[config.mk]
export PLATFORM = sky130hd
export DESIGN_NAME = dma_xfer_seq
export DESIGN_NICKNAME = d
export VERILOG_FILES = /design/src/rtl/dma_xfer_seq_pkg.sv /design/src/rtl/dma_xfer_seq_addr_step.sv /design/src/rtl/dma_xfer_seq_chregs.sv /design/src/rtl/dma_xfer_seq_engine.sv /design/src/rtl/dma_xfer_seq.sv
export SDC_FILE = /design/constraint.sdc
export NUM_CORES = 1
export LEC_CHECK = 0
export BUFFER_PORTS_ARGS = -buffer_cell sky130_fd_sc_hd__buf_4
export CELL_PAD_IN_SITES_DETAIL_PLACEMENT = 0
export CELL_PAD_IN_SITES_GLOBAL_PLACEMENT = 2
export CORE_ASPECT_RATIO = 0.9
export CORE_MARGIN = 8
export CORE_UTILIZATION = 38
export CTS_CLUSTER_SIZE = 14
export DETAILED_ROUTE_END_ITERATION = 8
export GPL_ROUTABILITY_DRIVEN = 0
export PLACE_DENSITY_LB_ADDON = 0.1
export SYNTH_ARGS = -nofsm -noshare
export SYNTH_HDL_FRONTEND = slang
export SYNTH_HIERARCHICAL = 1
export SYNTH_SLANG_ARGS = --single-unit
export TNS_END_PERCENT = 30
[constraint.sdc]
create_clock -name clk -period 5.1 [get_ports clk]
set_input_delay 0.51 -clock clk [delete_from_list [all_inputs] [get_ports clk]]
set_output_delay 0.51 -clock clk [all_outputs]
set_load 0.01 [all_outputs]
[src/rtl/dma_xfer_seq_pkg.sv]
package dma_xfer_seq_pkg;

  typedef enum logic [1:0] {
    XF_VERIFY = 2'd0,
    XF_IO2MEM = 2'd1,
    XF_MEM2IO = 2'd2
  } xfer_e;

  typedef enum logic [2:0] {
    ST_IDLE = 3'd0,
    ST_SCAN = 3'd1,
    ST_IORD = 3'd2,
    ST_MEM  = 3'd3,
    ST_IOWR = 3'd4,
    ST_STEP = 3'd5,
    ST_FIN  = 3'd6
  } seq_state_e;

  localparam int MODE_KIND_LSB = 2;
  localparam int MODE_DOWN_BIT = 5;

  function automatic xfer_e kind_of(input logic [1:0] field);
    case (field)
      2'b00:   return XF_VERIFY;
      2'b01:   return XF_IO2MEM;
      default: return XF_MEM2IO;
    endcase
  endfunction

endpackage

[src/rtl/dma_xfer_seq_addr_step.sv]
module dma_xfer_seq_addr_step #(
  parameter int ADDR_W      = 32,
  parameter int STEP_W      = 16,
  parameter bit LOW_ONLY    = 1'b0
) (
  input  logic [ADDR_W-1:0] addr_i,
  input  logic              down_i,
  output logic [ADDR_W-1:0] addr_o
);

  generate
    if (LOW_ONLY && (STEP_W < ADDR_W)) begin : g_low
      localparam logic [STEP_W-1:0] ONE_L = STEP_W'(1);
      logic [STEP_W-1:0] low_n;
      always_comb begin
        if (down_i) low_n = addr_i[STEP_W-1:0] - ONE_L;
        else        low_n = addr_i[STEP_W-1:0] + ONE_L;
        addr_o = {addr_i[ADDR_W-1:STEP_W], low_n};
      end
    end else begin : g_full
      localparam logic [ADDR_W-1:0] ONE_F = ADDR_W'(1);
      always_comb begin
        if (down_i) addr_o = addr_i - ONE_F;
        else        addr_o = addr_i + ONE_F;
      end
    end
  endgenerate

endmodule

[src/rtl/dma_xfer_seq_chregs.sv]
module dma_xfer_seq_chregs #(
  parameter int NUM_CH = 4,
  parameter int ADDR_W = 32,
  parameter int CNT_W  = 16,
  parameter int MODE_W = 8,
  parameter int CH_W   = 2
) (
  input  logic                           clk,
  input  logic                           rst,
  input  logic                           ld_en,
  input  logic [CH_W-1:0]                ld_ch,
  input  logic [ADDR_W-1:0]              ld_addr,
  input  logic [CNT_W-1:0]               ld_cnt,
  input  logic [MODE_W-1:0]              ld_mode,
  input  logic [CH_W-1:0]                upd_ch,
  input  logic                           cnt_we,
  input  logic [CNT_W-1:0]               cnt_val,
  input  logic                           addr_we,
  input  logic [ADDR_W-1:0]              addr_val,
  input  logic                           tc_set,
  input  logic [NUM_CH-1:0]              stat_clr,
  output logic [NUM_CH-1:0][ADDR_W-1:0]  addr_q,
  output logic [NUM_CH-1:0][CNT_W-1:0]   cnt_q,
  output logic [NUM_CH-1:0][MODE_W-1:0]  mode_q,
  output logic [NUM_CH-1:0]              work_q,
  output logic [NUM_CH-1:0]              stat_q
);

  generate
    for (genvar g = 0; g < NUM_CH; g++) begin : g_ch
      logic hit_ld;
      logic hit_up;
      assign hit_ld = ld_en && (ld_ch == CH_W'(g));
      assign hit_up = (upd_ch == CH_W'(g));

      always_ff @(posedge clk) begin
        if (rst) begin
          addr_q[g] <= '0;
          cnt_q[g]  <= '0;
          mode_q[g] <= '0;
          work_q[g] <= 1'b0;
        end else if (hit_ld) begin
          addr_q[g] <= ld_addr;
          cnt_q[g]  <= ld_cnt;
          mode_q[g] <= ld_mode;
          work_q[g] <= 1'b1;
        end else begin
          if (cnt_we && hit_up)  cnt_q[g]  <= cnt_val;
          if (addr_we && hit_up) addr_q[g] <= addr_val;
          if (tc_set && hit_up)  work_q[g] <= 1'b0;
        end
      end

      always_ff @(posedge clk) begin
        if (rst) stat_q[g] <= 1'b0;
        else     stat_q[g] <= (stat_q[g] && !stat_clr[g]) || (tc_set && hit_up);
      end
    end
  endgenerate

endmodule

[src/rtl/dma_xfer_seq_engine.sv]
module dma_xfer_seq_engine
  import dma_xfer_seq_pkg::*;
#(
  parameter int NUM_CH = 4,
  parameter int ADDR_W = 32,
  parameter int CNT_W  = 16,
  parameter int DATA_W = 8,
  parameter int CH_W   = 2
) (
  input  logic                           clk,
  input  logic                           rst,
  input  logic                           step,
  input  logic [NUM_CH-1:0]              work_q,
  input  logic [NUM_CH-1:0][CNT_W-1:0]   cnt_q,
  input  logic [NUM_CH-1:0][ADDR_W-1:0]  addr_q,
  input  xfer_e [NUM_CH-1:0]             kind_a,
  input  logic [NUM_CH-1:0]              down_a,
  input  logic                           mem_ack,
  input  logic [DATA_W-1:0]              mem_rdata,
  input  logic [DATA_W-1:0]              io_rdata,
  output logic [ADDR_W-1:0]              cur_addr,
  output logic                           cur_down,
  output logic [CH_W-1:0]                upd_ch,
  output logic                           cnt_we,
  output logic [CNT_W-1:0]               cnt_val,
  output logic                           addr_we,
  output logic                           tc_set,
  output logic                           mem_req,
  output logic                           mem_we,
  output logic [ADDR_W-1:0]              mem_addr,
  output logic [DATA_W-1:0]              mem_wdata,
  output logic [NUM_CH-1:0]              io_rd,
  output logic [NUM_CH-1:0]              io_wr,
  output logic [DATA_W-1:0]              io_wdata,
  output logic [NUM_CH-1:0]              eot,
  output logic                           busy,
  output logic                           pass_done
);

  localparam logic [CH_W-1:0] LAST_CH = CH_W'(NUM_CH - 1);
  localparam logic [CNT_W-1:0] ONE_C  = CNT_W'(1);

  seq_state_e          state_q;
  logic [CH_W-1:0]     ch_q;
  xfer_e               kind_q;
  logic [DATA_W-1:0]   data_q;
  logic [NUM_CH-1:0]   eot_q;
  logic [NUM_CH-1:0]   ch_oh;
  logic                slot_live;
  logic                at_zero;

  assign ch_oh     = NUM_CH'(1) << ch_q;
  assign slot_live = (state_q == ST_SCAN) && work_q[ch_q];
  assign at_zero   = (cnt_q[ch_q] == '0);

  always_ff @(posedge clk) begin
    if (rst) begin
      state_q <= ST_IDLE;
      ch_q    <= '0;
      kind_q  <= XF_VERIFY;
      data_q  <= '0;
      eot_q   <= '0;
    end else begin
      eot_q <= '0;
      case (state_q)
        ST_IDLE: begin
          if (step) begin
            ch_q    <= '0;
            state_q <= (|work_q) ? ST_SCAN : ST_FIN;
          end
        end
        ST_SCAN: begin
          if (work_q[ch_q]) begin
            kind_q <= kind_a[ch_q];
            if (at_zero) eot_q <= ch_oh;
            state_q <= (kind_a[ch_q] == XF_MEM2IO) ? ST_MEM : ST_IORD;
          end else if (ch_q == LAST_CH) begin
            state_q <= ST_FIN;
          end else begin
            ch_q <= ch_q + 1'b1;
          end
        end
        ST_IORD: begin
          data_q  <= io_rdata;
          state_q <= (kind_q == XF_IO2MEM) ? ST_MEM : ST_STEP;
        end
        ST_MEM: begin
          if (mem_ack) begin
            if (kind_q == XF_MEM2IO) begin
              data_q  <= mem_rdata;
              state_q <= ST_IOWR;
            end else begin
              state_q <= ST_STEP;
            end
          end
        end
        ST_IOWR: state_q <= ST_STEP;
        ST_STEP: begin
          if (ch_q == LAST_CH) begin
            state_q <= ST_FIN;
          end else begin
            ch_q    <= ch_q + 1'b1;
            state_q <= ST_SCAN;
          end
        end
        default: state_q <= ST_IDLE;
      endcase
    end
  end

  always_comb begin
    cur_addr  = addr_q[ch_q];
    cur_down  = down_a[ch_q];
    upd_ch    = ch_q;
    cnt_we    = slot_live;
    cnt_val   = cnt_q[ch_q] - ONE_C;
    tc_set    = slot_live && at_zero;
    addr_we   = (state_q == ST_STEP);
    mem_req   = (state_q == ST_MEM);
    mem_we    = (state_q == ST_MEM) && (kind_q == XF_IO2MEM);
    mem_addr  = addr_q[ch_q];
    mem_wdata = data_q;
    io_rd     = (state_q == ST_IORD) ? ch_oh : '0;
    io_wr     = (state_q == ST_IOWR) ? ch_oh : '0;
    io_wdata  = data_q;
    eot       = eot_q;
    busy      = (state_q != ST_IDLE);
    pass_done = (state_q == ST_FIN);
  end

endmodule

[src/rtl/dma_xfer_seq.sv]
module dma_xfer_seq
  import dma_xfer_seq_pkg::*;
#(
  parameter int NUM_CH             = 4,
  parameter int ADDR_W             = 32,
  parameter int CNT_W              = 16,
  parameter int DATA_W             = 8,
  parameter int MODE_W             = 8,
  parameter int ADDR_STEP_W        = 16,
  parameter bit ADDR_STEP_LOW_ONLY = 1'b0,
  localparam int CH_W              = $clog2(NUM_CH)
) (
  input  logic              clk,
  input  logic              rst,
  input  logic              step_i,
  input  logic              ld_en_i,
  input  logic [CH_W-1:0]   ld_ch_i,
  input  logic [ADDR_W-1:0] ld_addr_i,
  input  logic [CNT_W-1:0]  ld_cnt_i,
  input  logic [MODE_W-1:0] ld_mode_i,
  input  logic [NUM_CH-1:0] stat_clr_i,
  output logic              mem_req_o,
  output logic              mem_we_o,
  output logic [ADDR_W-1:0] mem_addr_o,
  output logic [DATA_W-1:0] mem_wdata_o,
  input  logic [DATA_W-1:0] mem_rdata_i,
  input  logic              mem_ack_i,
  output logic [NUM_CH-1:0] io_rd_o,
  output logic [NUM_CH-1:0] io_wr_o,
  input  logic [DATA_W-1:0] io_rdata_i,
  output logic [DATA_W-1:0] io_wdata_o,
  output logic [NUM_CH-1:0] eot_o,
  output logic              busy_o,
  output logic              pass_done_o,
  output logic [NUM_CH-1:0] work_o,
  output logic [NUM_CH-1:0] stat_o,
  input  logic [CH_W-1:0]   rd_sel_i,
  output logic [ADDR_W-1:0] rd_addr_o,
  output logic [CNT_W-1:0]  rd_cnt_o,
  output logic [MODE_W-1:0] rd_mode_o
);

  logic [NUM_CH-1:0][ADDR_W-1:0] addr_q;
  logic [NUM_CH-1:0][CNT_W-1:0]  cnt_q;
  logic [NUM_CH-1:0][MODE_W-1:0] mode_q;
  logic [NUM_CH-1:0]             work_q;
  logic [NUM_CH-1:0]             stat_q;
  xfer_e [NUM_CH-1:0]            kind_a;
  logic [NUM_CH-1:0]             down_a;

  logic [ADDR_W-1:0] cur_addr;
  logic              cur_down;
  logic [ADDR_W-1:0] next_addr;
  logic [CH_W-1:0]   upd_ch;
  logic              cnt_we;
  logic [CNT_W-1:0]  cnt_val;
  logic              addr_we;
  logic              tc_set;
  logic              busy;
  logic              ld_take;

  assign ld_take = ld_en_i && !busy;

  generate
    for (genvar g = 0; g < NUM_CH; g++) begin : g_dec
      assign kind_a[g] = kind_of(mode_q[g][MODE_KIND_LSB +: 2]);
      assign down_a[g] = mode_q[g][MODE_DOWN_BIT];
    end
  endgenerate

  dma_xfer_seq_chregs #(
    .NUM_CH (NUM_CH),
    .ADDR_W (ADDR_W),
    .CNT_W  (CNT_W),
    .MODE_W (MODE_W),
    .CH_W   (CH_W)
  ) regs_i (
    .clk      (clk),
    .rst      (rst),
    .ld_en    (ld_take),
    .ld_ch    (ld_ch_i),
    .ld_addr  (ld_addr_i),
    .ld_cnt   (ld_cnt_i),
    .ld_mode  (ld_mode_i),
    .upd_ch   (upd_ch),
    .cnt_we   (cnt_we),
    .cnt_val  (cnt_val),
    .addr_we  (addr_we),
    .addr_val (next_addr),
    .tc_set   (tc_set),
    .stat_clr (stat_clr_i),
    .addr_q   (addr_q),
    .cnt_q    (cnt_q),
    .mode_q   (mode_q),
    .work_q   (work_q),
    .stat_q   (stat_q)
  );

  dma_xfer_seq_addr_step #(
    .ADDR_W   (ADDR_W),
    .STEP_W   (ADDR_STEP_W),
    .LOW_ONLY (ADDR_STEP_LOW_ONLY)
  ) step_i0 (
    .addr_i (cur_addr),
    .down_i (cur_down),
    .addr_o (next_addr)
  );

  dma_xfer_seq_engine #(
    .NUM_CH (NUM_CH),
    .ADDR_W (ADDR_W),
    .CNT_W  (CNT_W),
    .DATA_W (DATA_W),
    .CH_W   (CH_W)
  ) eng_i (
    .clk       (clk),
    .rst       (rst),
    .step      (step_i),
    .work_q    (work_q),
    .cnt_q     (cnt_q),
    .addr_q    (addr_q),
    .kind_a    (kind_a),
    .down_a    (down_a),
    .mem_ack   (mem_ack_i),
    .mem_rdata (mem_rdata_i),
    .io_rdata  (io_rdata_i),
    .cur_addr  (cur_addr),
    .cur_down  (cur_down),
    .upd_ch    (upd_ch),
    .cnt_we    (cnt_we),
    .cnt_val   (cnt_val),
    .addr_we   (addr_we),
    .tc_set    (tc_set),
    .mem_req   (mem_req_o),
    .mem_we    (mem_we_o),
    .mem_addr  (mem_addr_o),
    .mem_wdata (mem_wdata_o),
    .io_rd     (io_rd_o),
    .io_wr     (io_wr_o),
    .io_wdata  (io_wdata_o),
    .eot       (eot_o),
    .busy      (busy),
    .pass_done (pass_done_o)
  );

  assign busy_o = busy;
  assign work_o = work_q;
  assign stat_o = stat_q;

  always_ff @(posedge clk) begin
    if (rst) begin
      rd_addr_o <= '0;
      rd_cnt_o  <= '0;
      rd_mode_o <= '0;
    end else begin
      rd_addr_o <= addr_q[rd_sel_i];
      rd_cnt_o  <= cnt_q[rd_sel_i];
      rd_mode_o <= mode_q[rd_sel_i];
    end
  end

endmodule

### Yosys cells after proc, flatten, opt, wreduce, memory -nomap -nowiden

Cells that the tools add are included.

* register bits: 307
* latch bits: 0
* RAM bits: 0
* memory bits (read-only): 0
* input port bits: 85
* output and inout port bits: 128
* logic and storage cells: 188
* memories kept: 0

* $add $sub $neg: 4
* $mul: 0
* divide/modulo/power cells: 0
* magnitude comparators: 2
* equal/unequal tests: 24
* shifts and indexed selects: 1
* muxes and demuxes: 64
* bitwise logic cells: 3
* reductions and logical operators: 62

Operators by type and width (count)
* $mux 32: 11
* $mux 16: 10
* $bmux 32 s2: 2
* $bmux 16 s2: 2
* $add 32x1->32 const B: 1
* $sub 32x1->32 const B: 1
* $reduce_bool 2->1: 13
* $logic_and 1x1->1: 24
* $mux 8: 3
* $mux 3: 7
* $pmux 3 s6: 1
* $bmux 8 s2: 1
* $logic_not 16->1: 1
* $pmux 2 s2: 4
* $pmux 8 s2: 1
* $sub 16x1->16 const B: 1
* $eq 2x1->1 const B: 7
* $eq 2x2->1 const B: 6
* $logic_not 2->1: 6
* $mux 1: 12
* $eq 3x3->1 const B: 3
* $reduce_and 3->1: 3
* $mux 2: 4
* $mux 4: 2
* other kinds (18): 34

### Logic depth before layout (Yosys ltp)

* depth after elaboration: 8
* depth in mapped cells: 15
* mapped depth without buffers: 11

### Modules after synthesis

Netlist, hierarchy kept.

Modules (own cells, without submodules)
* dma_xfer_seq_chregs: instances 1, cells an instance 1015, area an instance 10239.8 µm², sequential area each 4644.5 µm²
* dma_xfer_seq_engine: instances 1, cells an instance 282, area an instance 2951.6 µm², sequential area each 380.4 µm²
* dma_xfer_seq: instances 1, cells an instance 260, area an instance 2929.1 µm², sequential area each 1121.1 µm²
* dma_xfer_seq_addr_step: instances 1, cells an instance 236, area an instance 1695.4 µm², sequential area each 0.0 µm²

### Worst setup path before layout

OpenSTA, ideal clock, no wires.

* path type: reg2reg
* from: register eng_i.ch_q[0] (netlist: eng_i/upd_ch[0])
* to: register regs_i/addr_q[53] in the netlist's numbering
* setup time: 0.095 ns
* data arrival time: 4.237 ns
* path slack: 0.768 ns
* stages on the path, launching flop included: 15
* path buffers: 3
* clock period less this slack: 4.332 ns
* path through: dfxtp_1 buf_6 buf_2 buf_2 mux4_2 ha_1 a21o_1 a21oi_1 a21oi_1 o21ai_0 a31o_2 a21oi_1 a2111oi_0 mux2i_1 a221oi_1

* word-level cells in the longest chain between the ends: 6

Ends and longest elaborated chain
* from (decl): line dma_xfer_seq_engine.sv:44 `logic [CH_W-1:0] ch_q;`
* from (signal assigned): line dma_xfer_seq_engine.sv:80 `ch_q <= ch_q + 1'b1;`
* from (signal assigned): line dma_xfer_seq_engine.sv:102 `ch_q <= ch_q + 1'b1;`
* $bmux 32 s2 *: line dma_xfer_seq_engine.sv:112 `cur_addr = addr_q[ch_q];`
* $mux 32 (implied by the code) *: line dma_xfer_seq_engine.sv:112
* via cur_addr[3]: line dma_xfer_seq.sv:51 `logic [ADDR_W-1:0] cur_addr;`
* $add 32x1->32 or $sub 32x1->32 (tied branches): line dma_xfer_seq_addr_step.sv:24, dma_xfer_seq_addr_step.sv:23
* $mux 32 *: line dma_xfer_seq_addr_step.sv:23 `if (down_i) addr_o = addr_i - ONE_F;`
* via next_addr[21]: line dma_xfer_seq.sv:53 `logic [ADDR_W-1:0] next_addr;`
* $mux 32 *: line dma_xfer_seq_chregs.sv:49 `if (addr_we && hit_up) addr_q[g] <= addr_val;`
* $mux 32 *: line dma_xfer_seq_chregs.sv:42 `end else if (hit_ld) begin`
* to (signal, indexed assignment): line dma_xfer_seq_chregs.sv:43 `addr_q[g] <= ld_addr;`
* to (signal, indexed assignment): line dma_xfer_seq_chregs.sv:49
* to (decl): line dma_xfer_seq_chregs.sv:22 `output logic [NUM_CH-1:0][ADDR_W-1:0] addr_q,`

Mark *: on every way through the listed nets, which the timed path passes. The rest lies on a longest branch. The select of a mux whose other input is x is not followed.
A chain may end at the register's enable or synchronous reset.

### Worst setup path after layout

* from: register eng_i.ch_q[0] (netlist: eng_i/upd_ch[0])
* to: register regs_i/addr_q[94] in the netlist's numbering

RTL lines
* $bmux 1 s2: line dma_xfer_seq_engine.sv:113 `cur_down = down_a[ch_q];`
* $mux 1 (implied by the code): line dma_xfer_seq_engine.sv:113
* via cur_down: line dma_xfer_seq.sv:52 `logic cur_down;`
* $mux 32: line dma_xfer_seq_addr_step.sv:23
* via next_addr[30]: line dma_xfer_seq.sv:53
* $mux 32: line dma_xfer_seq_chregs.sv:49
* $mux 32: line dma_xfer_seq_chregs.sv:42

The timed path passes the listed nets, and every way through them passes these cells. The select of a mux whose other input is x is not followed.

==> results.yml <==
die:
  initial_core_util_pct: 38.4
  die_area_mm2: 0.0541
  die_x_um: 244
  dieHeight_um: 221
  coreArea_mm2: 0.0465
  ioPinCount: 213
  num_rows: 75
sta:
  setup_slack_ns: 0.461
  rsz0062_at_grt: "no"
  period_needed_ns: 4.64
  whs_ns: 0.219
  finalHoldViolCount: 0
  slew_violations: 0
  fmax_mhz: 216
  slew_headroom_pct: 16.0
  setup_viol: 0
  finalCritPeriodShare_pct: 91.0
  tns_ns: 0
  clock_skew_ns: 0.0179
  worst_pin_slew_ns: 1.26
placement:
  post-place-ws_ns: 0.443
  dp.cells: 2441
  dpl_cell_area_mm2: 0.0190
  dp.final_hpwl_mm: 39.9
  numPortBuffers: 212
power_and_ir_drop:
  vdd_drop_max_uv: 209
  combPwrFrac_pct: 30.7
  p_int_mw: 5.32
  power_density_mw_per_mm2: 403
  swShare_pct: 34.8
  p_sw_mw: 2.84
  power_mw: 8.16
  seq_power_share_pct: 36.0
  clock_power_share_pct: 33.3
  power_leakage_nw: 8.30
worst_setup_path:
  r2r_start: "eng_i/upd_ch[0]"
  start_kind: "flop"
  crit_arrival_ns: 5.11
  worst_ep_required_time_ns: 5.57
  worst-r2r-cell-count: 11
  worstSetupStartpoint: "eng_i/upd_ch[0]"
  crit_type: "flop to flop"
  critPathMaxFanout: 22
  cp-end-kind: "flop"
  worstSetupEndpoint: "regs_i/addr_q[94]"
  r2r_setup_slack_ns: 0.46
  r2r_end: "regs_i/addr_q[94]"
clock_tree:
  cts.root.buffer_cell: "clkbuf_16"
  htree_num_levels: 2
  path_clk_slew_ns: 0.06
  cts_made_buffers: 38
  clk_path_buf_depth: 3
  tritoncts: "done"
  clock_sinks: 307
  clk_latency_ns: 0.56
global_routing:
  grt_max_degree: 72
  grt_pass1_vias: 15140
  antenna_found_initial: 3
  grt-ovfl-total: 0
  track_usage_pct: 22.5
  grt_pass1_wl_mm: 96.4
hold_path:
  min_path_type: "primary input to flop"
run_status:
  outcome: "completed"
logic_synthesis:
  synth_edf_count: 0
  ys_async_sr_fraction_pct: 0
  avgSynthCellArea_um2: 9.94
  synthFlopType: "dfxtp_1"
  yosysSeqAreaShare_pct: 34.5
  synth_warnings: 6
  syn_nets: 1915
  ys_types: 83
  synth_seq_cells: 307
  syn_area_mm2: 0.0178
  synthCells: 1793
drt:
  num_vias: 14994
  drtIter0Drc: 1088
  drt-total-wl_mm: 63.6
  route.detailed.drc: 0
  ant_nets: 0
  wire_per_inst_um: 25.4
  viasPerCell: 5.99
  dr.pass1.iters: 5
cells_and_area:
  fillers: 4555
  antenna_cells: 0
  final_util_pct: 43.6
  drive_above_1_share_pct: 23.3
  final_common_cell: "dfxtp_1"
  design_area_mm2: 0.0202
  final_nets: 1987
  stdcell_count: 2504
  area_delta_synth_final_pct: 13.6
  mostFrequentLayoutCells: "305 x dfxtp_1, 240 x buf_4, 212 x mux2i_1, 201 x nand2_1, 172 x a21oi_1"
flow_run:
  maxCapViolations: 0
==> layout make-up <==
type / instances / area, um^2 / share of cell area, %
sequential: 307 / 6150 / 30.4
clock inverter: 7 / 91.3 / 0.451
inverter: 19 / 71.3 / 0.352
multi-input combinational: 1256 / 10200 / 50.3
clock buffer: 56 / 1120 / 5.55
timing repair buffer: 243 / 1850 / 9.13
tap: 616 / 771 / 3.81
==> cell families after synthesis <==
kind of cell	after synthesis	synth area share [%]
xor+xnor	40	1.97
buf+inv	230	8.65
mux	264	18.5
compound gates	509	22.0
fa+ha+maj	37	2.64
flops	307	34.5
simple gates	406	11.7
==> sequential cells by signal, summed over array words and instances (netlist names), 3 cells and up <==
register,count
eng_i/state_q,3
eng_i/io_wdata,8
regs_i/addr_q,128
rd_cnt_o,16
rd_addr_o,32
rd_mode_o,8
regs_i/cnt_q,64
regs_i/work_q,4
eng_i/eot,4
regs_i/mode_q,32
regs_i/stat_q,4
==> cells in the mapped netlist (all sizes together), types with 6 or more instances <==
library cell | n | area [um^2]
xnor2 | 24 | 210
and2 | 12 | 77.6
a211oi | 6 | 50.1
and3 | 12 | 76.3
nand3 | 18 | 90.1
buf | 140 | 1190
nor2b | 58 | 363
xor2 | 16 | 140
inv | 18 | 67.6
nor2 | 35 | 134
nand4 | 7 | 43.8
o22ai | 56 | 350
ha | 36 | 450
nor3b | 10 | 108
mux4 | 52 | 1170
nand2b | 7 | 43.8
o21ai | 18 | 90.1
nand3b | 9 | 91.3
dfxtp | 307 | 6150
mux2i | 212 | 2120
clkbuf | 71 | 279
a221oi | 193 | 2020
a21o | 21 | 158
nor3 | 12 | 70.1
nand2 | 202 | 761
a311oi | 9 | 78.8
a21oi | 172 | 861
o21bai | 6 | 45.0
==> routing by layer <==
layer  wire [um]  part of all wire [%]  vias to the layer above  global-route usage [%]
met1       28900                    45                     7507                    30.9
met2       29700                    47                      475                    36.2
li1            -                     -                     6916                       -
met3        3650                   5.7                       92                    3.68
met5          23                 0.036                        -                       0
met4        1270                   2.0                        4                    6.34
==> power by group through the flow <==
| stage | Clock (mW) | Sequential (mW) | Combinational (mW) |
|---|---|---|---|
| finish | 2.72 | 2.94 | 2.51 |
| global route | 2.89 | 2.98 | 2.69 |
| CTS | 2.79 | 2.93 | 2.50 |
| detailed placement | 0 | 2.98 | 2.49 |
| global placement | 0 | 2.98 | 2.48 |
| floorplan | 0 | 2.92 | 1.80 |
==> worst max-delay path, stage by stage (launching register included) <==
cell,delay [ns]
dfxtp_4,0.70
mux4_2,0.86
fa_1,0.49
a21o_1,0.22
a221oi_2,0.40
a2111oi_2,0.18
a2111oi_4,0.41
o31a_1,0.36
o21bai_1,0.15
xor2_1,0.34
mux2i_1,0.15
a221oi_2,0.27
==> what timing repair did <==
item | 4_1_cts | 5_1_grt
endpoints found under the setup margin | 0 | 2
hold buffers | 0 | 0
resized for setup | 0 | 1
setup buffers | 0 | 0
==> how the worst min path moves through the flow <==
stage / cells after the start / slack, ns / start / end
floorplan: 2 / 0.44 / regs_i/mode_q[0] / regs_i/mode_q[0]
global placement: 2 / 0.44 / regs_i/mode_q[25] / regs_i/mode_q[25]
detailed placement: 2 / 0.45 / regs_i/mode_q[14] / regs_i/mode_q[14]
CTS: 3 / 0.19 / stat_clr_i[1] / regs_i/stat_q[1]
global route: 3 / 0.21 / stat_clr_i[1] / regs_i/stat_q[1]
finish: 3 / 0.22 / stat_clr_i[1] / regs_i/stat_q[1]
Power figures use the tool's default switching activity.
